File: config.mk
export PLATFORM = sky130hd
export DESIGN_NAME = bldc_commutator
export DESIGN_NICKNAME = d
export VERILOG_FILES = /design/src/rtl/bldc_pkg.sv /design/src/rtl/bldc_sync.sv /design/src/rtl/bldc_decode.sv /design/src/rtl/bldc_deadtime.sv /design/src/rtl/bldc_commutator.sv
export SDC_FILE = /design/constraint.sdc
export NUM_CORES = 1
export LEC_CHECK = 0
export BUFFER_PORTS_ARGS = -buffer_cell sky130_fd_sc_hd__buf_2
export CAP_MARGIN = 0
export CORE_MARGIN = 2
export CORE_UTILIZATION = 30
export DETAILED_ROUTE_END_ITERATION = 10
export PLACE_DENSITY_LB_ADDON = 0.1
export SETUP_SLACK_MARGIN = 0.3
export SLEW_MARGIN = 15
export SYNTH_ARGS = -nofsm -noshare
export SYNTH_HDL_FRONTEND = slang
export SYNTH_SLANG_ARGS = --single-unit
export TNS_END_PERCENT = 50
File: constraint.sdc
create_clock -name clk -period 1.64 [get_ports clk]
set_input_delay 0.328 -clock clk [delete_from_list [all_inputs] [get_ports clk]]
set_output_delay 0.328 -clock clk [all_outputs]
set_load 0.02 [all_outputs]
File: src/rtl/bldc_pkg.sv
package bldc_pkg;

    typedef struct packed {
        logic [2:0] hall;
        logic       dir_rev;
        logic       brake_n;
        logic       stop;
        logic       pwm;
    } ctrl_t;

    localparam int CTRL_W = $bits(ctrl_t);

    // reset image of the synchronized controls: forward, no brake, stopped
    localparam ctrl_t CTRL_RST = '{hall: 3'b000, dir_rev: 1'b0, brake_n: 1'b1,
                                   stop: 1'b1, pwm: 1'b0};

    typedef struct packed {
        logic [2:0] hi;
        logic [2:0] lo;
        logic       comp;
    } drive_t;

endpackage

File: src/rtl/bldc_sync.sv
module bldc_sync #(
    parameter int                WIDTH   = 7,
    parameter int                STAGES  = 2,
    parameter logic [WIDTH-1:0]  RST_VAL = '0
) (
    input  logic             clk,
    input  logic             rst_n,
    input  logic [WIDTH-1:0] d_i,
    output logic [WIDTH-1:0] q_o
);

    logic [WIDTH-1:0] stage_q [STAGES];

    generate
        for (genvar s = 0; s < STAGES; s++) begin : g_stage
            always_ff @(posedge clk or negedge rst_n) begin
                if (!rst_n) begin
                    stage_q[s] <= RST_VAL;
                end else if (s == 0) begin
                    stage_q[s] <= d_i;
                end else begin
                    stage_q[s] <= stage_q[(s == 0) ? 0 : s-1];
                end
            end
        end
    endgenerate

    assign q_o = stage_q[STAGES-1];

endmodule

File: src/rtl/bldc_decode.sv
module bldc_decode (
    input  logic [2:0] hall_i,
    input  logic       rev_i,
    output logic [2:0] src_o,
    output logic [2:0] snk_o,
    output logic       valid_o
);

    logic [2:0] code;

    always_comb begin
        code    = rev_i ? ~hall_i : hall_i;
        src_o   = 3'b000;
        snk_o   = 3'b000;
        valid_o = 1'b1;
        unique case (code)
            3'b101: begin src_o = 3'b010; snk_o = 3'b001; end
            3'b100: begin src_o = 3'b100; snk_o = 3'b001; end
            3'b110: begin src_o = 3'b100; snk_o = 3'b010; end
            3'b010: begin src_o = 3'b001; snk_o = 3'b010; end
            3'b011: begin src_o = 3'b001; snk_o = 3'b100; end
            3'b001: begin src_o = 3'b010; snk_o = 3'b100; end
            default: valid_o = 1'b0;
        endcase
    end

endmodule

File: src/rtl/bldc_deadtime.sv
module bldc_deadtime #(
    parameter int DEAD_CYCLES = 8
) (
    input  logic clk,
    input  logic rst_n,
    input  logic dir_i,
    input  logic brake_n_i,
    output logic blank_o
);

    localparam int CW = $clog2(DEAD_CYCLES + 1);

    typedef struct packed {
        logic [CW-1:0] cnt;
        logic          dir;
        logic          brake_n;
    } dt_state_t;

    dt_state_t st_d, st_q;
    logic      change;

    always_comb begin
        st_d         = st_q;
        change       = (dir_i != st_q.dir) || (brake_n_i != st_q.brake_n);
        st_d.dir     = dir_i;
        st_d.brake_n = brake_n_i;
        if (change) begin
            st_d.cnt = CW'(DEAD_CYCLES);
        end else if (st_q.cnt != '0) begin
            st_d.cnt = st_q.cnt - 1'b1;
        end
        blank_o = change || (st_q.cnt != '0);
    end

    always_ff @(posedge clk or negedge rst_n) begin
        if (!rst_n) begin
            st_q <= '{cnt: '0, dir: 1'b0, brake_n: 1'b1};
        end else begin
            st_q <= st_d;
        end
    end

endmodule

File: src/rtl/bldc_commutator.sv
module bldc_commutator #(
    parameter int DEAD_CYCLES = 8,
    parameter int SYNC_STAGES = 2
) (
    input  logic       clk,
    input  logic       rst_n,
    input  logic [2:0] hall_i,
    input  logic       dir_rev_i,
    input  logic       brake_n_i,
    input  logic       stop_i,
    input  logic       pwm_gate_i,
    output logic [2:0] hi_en_o,
    output logic [2:0] lo_en_o,
    output logic       hall_comp_o
);

    import bldc_pkg::*;

    ctrl_t      raw, syn;
    logic [2:0] src, snk;
    logic       valid, blank;
    drive_t     drv_d, drv_q;

    assign raw = '{hall: hall_i, dir_rev: dir_rev_i, brake_n: brake_n_i,
                   stop: stop_i, pwm: pwm_gate_i};

    bldc_sync #(
        .WIDTH  (CTRL_W),
        .STAGES (SYNC_STAGES),
        .RST_VAL(CTRL_RST)
    ) u_sync (
        .clk  (clk),
        .rst_n(rst_n),
        .d_i  (raw),
        .q_o  (syn)
    );

    bldc_decode u_dec (
        .hall_i (syn.hall),
        .rev_i  (syn.dir_rev),
        .src_o  (src),
        .snk_o  (snk),
        .valid_o(valid)
    );

    bldc_deadtime #(
        .DEAD_CYCLES(DEAD_CYCLES)
    ) u_dead (
        .clk      (clk),
        .rst_n    (rst_n),
        .dir_i    (syn.dir_rev),
        .brake_n_i(syn.brake_n),
        .blank_o  (blank)
    );

    always_comb begin
        drv_d      = '0;
        drv_d.comp = ^syn.hall;
        if (!syn.stop && !blank) begin
            if (!syn.brake_n) begin
                drv_d.hi = 3'b111;
            end else if (valid) begin
                drv_d.hi = src;
                drv_d.lo = syn.pwm ? snk : 3'b000;
            end
        end
    end

    always_ff @(posedge clk or negedge rst_n) begin
        if (!rst_n) begin
            drv_q <= '0;
        end else begin
            drv_q <= drv_d;
        end
    end

    assign hi_en_o     = drv_q.hi;
    assign lo_en_o     = drv_q.lo;
    assign hall_comp_o = drv_q.comp;

endmodule

After elaboration in Yosys (flattened, before gate mapping)
Cells that the tools add are included.
{"block": "totals", "register_bits": 27, "in_bits": 9, "output_inout_bits": 7, "word_cells": 44}
{"block": "classes", "n_addsub": 1, "n_eq_ne": 8, "mux": 11, "n_bitwise": 1, "n_reduce_logical": 15}
{"operator": "$pmux 3 s3", "n": 2}
{"operator": "$mux 3", "n": 4}
{"operator": "$mux 6", "n": 2}
{"operator": "$reduce_or 2->1", "n": 6}
{"operator": "$eq 3x3->1 const B", "n": 3}
{"operator": "$mux 4", "n": 2}
{"operator": "$eq 3x2->1 const B", "n": 2}
{"operator": "$reduce_or 6->1", "n": 1}
{"operator": "$reduce_bool 4->1", "n": 1}
{"operator": "$sub 4x1->4 const B", "n": 1}
{"operator": "$eq 3x1->1 const B", "n": 1}
{"operator": "$not 3->3", "n": 1}
{"operator": "$reduce_xor 3->1", "n": 1}
{"operator": "$logic_not 1->1", "n": 2}
{"operator": "$logic_or 1x1->1", "n": 2}
{"operator": "$ne 1x1->1", "n": 2}
{"operator": "$reduce_bool 2->1", "n": 1}
{"operator": "$logic_and 1x1->1", "n": 1}
{"operator": "$mux 1", "n": 1}

Depth between registers and ports, before layout
{"block": "logic_depth", "depth_word": 9, "depth_mapped": 5, "ltp_nobuf": 5}

Hierarchy
A second synthesis with hierarchy kept.
{"block": "unflattened", "cells_unflattened": 87, "area_unflattened_um2": 1116.1}
{"mod": "bldc_sync", "instances": 1, "cells_per_inst": 21, "area_each_um2": 407.9, "seq_area_each_um2": 355.3}
{"mod": "bldc_deadtime", "instances": 1, "cells_per_inst": 26, "area_each_um2": 299.0, "seq_area_each_um2": 151.4}
{"mod": "bldc_commutator", "instances": 1, "cells_per_inst": 24, "area_each_um2": 287.8, "seq_area_each_um2": 175.2}
{"mod": "bldc_decode", "instances": 1, "cells_per_inst": 16, "area_each_um2": 121.4, "seq_area_each_um2": 0.0}

Worst setup path after synthesis
OpenSTA, ideal clock, no wires.
{"block": "synth_path", "path_type": "flip-flop to flip-flop", "from": "register u_dead.st_q[2] (netlist bit)", "to": "register drv_q, in the netlist lo_en_o[0]", "setup_ns": 0.086, "t_arrival_ns": 1.383, "t_required_ns": 1.554, "slack_ns": 0.171, "stages_incl_launch_ff": 6, "n_path_buf": 0, "period_less_slack_ns": 1.469, "cell_sequence": "dfrtp_1 -> inv_1 -> ha_1 -> or3b_4 -> nand4b_4 -> nor3_1"}
{"item": "start: declaration", "line": "bldc_deadtime.sv:19", "source": "dt_state_t st_d, st_q;"}
{"item": "start signal: assignment", "line": "bldc_deadtime.sv:37", "source": "st_q <= '{cnt: '0, dir: 1'b0, brake_n: 1'b1};"}
{"item": "start signal: assignment", "line": "bldc_deadtime.sv:39", "source": "st_q <= st_d;"}
{"item": "end signal: assignment", "line": "bldc_commutator.sv:73", "source": "drv_q <= drv_d;"}
{"item": "end: declaration", "line": "bldc_commutator.sv:22", "source": "drive_t drv_d, drv_q;"}

==> results_dict.tcl <==
set metrics [dict create \
    status "complete, but fails checks" \
    failed_checks "hold timing" \
    ys.flop_type "dfrtp_1" \
    fin_crit_sh_pct 91.6 \
    endpoint "lo_en_o[0]$_DFF_PN0_" \
    period_minus_slack_ns 1.50 \
    power.share.clock_pct 22.8 \
    holdCritPathClass "primary input to asynchronous set/reset pin" \
    final_nets 106 \
    avgSynthCellArea_um2 14.1 \
    cap_violations 0 \
    totalWireLength_um 1450 \
    vias 562 \
    drc_errors 0 \
    fin_util_pct 39.0 \
    synth_warnings 0 \
    clk_latency_ns 0.31 \
    synth_commonest_cells "dfrtp_1, dfstp_2, nor2b_1" \
    yosysMostFrequentCell "dfrtp_1" \
    die_y_um 61.8 \
    drv_slew 0 \
    power.internal_uw 909 \
    num-fill-cells 303 \
    grt_start_max_net_pins 28 \
    diodes 0 \
    yosysTopAreaCell "dfrtp_1" \
    crit_arrival_ns 1.75 \
    r2r-end "lo_en_o[0]$_DFF_PN0_" \
    finalClockSkew_ns 0.00345 \
    seq_area_frac_synth_pct 68.0 \
    antenna_found_initial 0 \
    worstSetupPathType "register to register" \
    relSlewSlack_pct 62.2 \
    worstRegToRegCells 5 \
    ys_types 23 \
    synth_top_area_share_pct 54.9 \
    h-tree-depth 1 \
    setup_ws_ns 0.138 \
    syn-num-nets 82 \
    cts_buffers 3 \
    power_mw 1.21 \
    portBuffers 15 \
    routabilityCongestion 0.710 \
    syn_to_final_growth_pct 21.6 \
    rows 20 \
    wire_per_inst_um 10.5 \
    grt_use_total_pct 8.95 \
    leakage_nw 0.566 \
    max_freq_ghz 0.666 \
    clk_pin_slew_worst_paths_ns 0.14 \
    combPwrFrac_pct 16.0 \
    swShare_pct 24.8 \
    antenna_left 0 \
    tritoncts "built" \
    synthArstFlopShare_pct 100 \
    place_ws_ns 0.105 \
    finalSetupViolCount 0 \
    hold_slack_ns -0.0181 \
    crit_fanout 6 \
    synth_area_um2 1000 \
    dr.pass1.iters 2 \
    drive_gt1_share_pct 40.4 \
    startpoint "u_dead.st_q[3]$_DFFE_PN0P_" \
    rsz0062_at_grt "true" \
    cts.sinks 27 \
    detail_route.iter0.violations 29 \
    worst_setup_path_end_kind "register" \
    vias_per_cell 4.07 \
    root_buffer "clkbuf_4" \
    die_width_um 61.8 \
    start_kind "register" \
    synthCells 71 \
    ctsHoldBuffers 0 \
    hold_violations 16 \
    die-area_um2 3820 \
    core-area_um2 3130 \
    synth.area.top_cells "dfrtp_1, dfstp_2, mux2i_1" \
    grt_overflow_total 0 \
    io_pins 16 \
    max-clock-path-buffers 2 \
    cp.required_ns 1.88 \
    worst_slew_pin_slew_ns 0.567 \
    r2r_start "u_dead.st_q[3]$_DFFE_PN0P_" \
    grt_pass1_wl_um 2390 \
    powerDensity_nw_per_um2 991 \
    start_util_pct 32.1 \
    tns_ns 0 \
    synth-edff-count 0 \
    ys_ff_latch 27 \
    grt_pass1_vias 535 \
    r2r_setup_slack_ns 0.14 \
    seq_power_share_pct 61.2 \
    hpwlAfterDp_um 923 \
    power_switching_uw 300 \
    peakVddDrop_mv 0.475 \
]
==> what timing repair did <==
item	in CTS	in global routing
setup endpoints to repair	8	9
buffers inserted	5	0
resized for setup	4	0
pin swaps	0	1
==> worst max-delay path: stages, from the launching register on <==
cell and delay, ns:
dfrtp_1 0.42, inv_2 0.09, ha_4 0.13, or3b_4 0.38
nand4b_4 0.23, nor3_2 0.18
==> layout by cell type (no fill, tap or decap), types with 2 or more instances in the layout <==
cell type / instances
dfrtp_1: 22
buf_2: 15
nor2b_1: 5
buf_4: 5
dfstp_2: 5
mux2i_1: 4
a21oi_1: 4
xnor2_1: 3
nor3_2: 3
nor2_1: 3
clkbuf_4: 3
inv_2: 2
nand2b_1: 2
nand3b_1: 2
nand2_1: 2
==> per-layer routing <==
layer	vias up	GRT usage, %	routed length, um
met1	262	11.5	675
li1	283	-	-
met4	0	6.38	31
met3	4	1.86	57
met5	-	0	0
met2	13	13.4	687
==> power groups by stage <==
| stage | sequential, mW | clock (mW) | combinational (mW) |
|---|---|---|---|
| 6_report | 0.740 | 0.275 | 0.194 |
| 5_1_grt | 0.747 | 0.322 | 0.214 |
| 4_1_cts | 0.740 | 0.301 | 0.189 |
| 3_5_place_dp | 0.753 | 0 | 0.148 |
| 3_3_place_gp | 0.752 | 0 | 0.149 |
| 2_1_floorplan | 0.749 | 0 | 0.107 |
==> stage by stage <==
stage | instance area [um^2] | instances
2_1_floorplan | 1020 | 71
3_5_place_dp | 1140 | 129
4_1_cts | 1220 | 138
6_report | 1220 | 138
5_1_grt | 1220 | 138
3_3_place_gp | 1140 | 129
==> logic make-up (layout without fill, tap and decap cells) <==
kind of cell | after synthesis | after routing | synth area share (%)
muxes | 4 | 4 | 3.99
AOI/OAI and AO/OA | 7 | 7 | 4.24
and+or+nand+nor | 23 | 23 | 15.5
adders and majority gates | 2 | 2 | 2.49
buffers and inverters | 4 | 27 | 1.62
xor gates and xnor gates | 4 | 4 | 4.24
DFF | 27 | 27 | 68.0
==> cell type report <==
type / instances / area (um^2) / share of cell area (%)
clock buffer: 4 / 26.3 / 2.15
inverter: 3 / 11.3 / 0.923
multi-input combinational: 40 / 333 / 27.3
sequential: 27 / 682 / 55.9
tap: 44 / 55.1 / 4.51
timing repair buffer: 20 / 113 / 9.23
==> state kept, by name, summed over array words and instances, names as in the netlist <==
signal / flops
u_dead.st_q: 6
hall_comp_o: 1
u_sync.q_o: 7
hi_en_o: 3
lo_en_o: 3
u_sync.stage_q: 7
==> how the worst min path moves through the flow <==
stage	start	endpoint	slack, ns	cells past startpoint
after CTS	rst_n	u_sync.q_o[5]$_DFF_PN0_	0.004	1
final	rst_n	u_sync.stage_q[10]$_DFF_PN0_	-0.02	1
after floorplan	rst_n	hall_comp_o$_DFF_PN0_	0.03	0
after global routing	rst_n	u_sync.stage_q[11]$_DFF_PN0_	0.02	1
after detailed placement	u_sync.stage_q[12]$_DFF_PN0_	u_sync.q_o[5]$_DFF_PN0_	0.33	0
after global placement	u_sync.stage_q[11]$_DFF_PN0_	u_sync.q_o[4]$_DFF_PN0_	0.33	0
(Power assumes the default switching activity.)
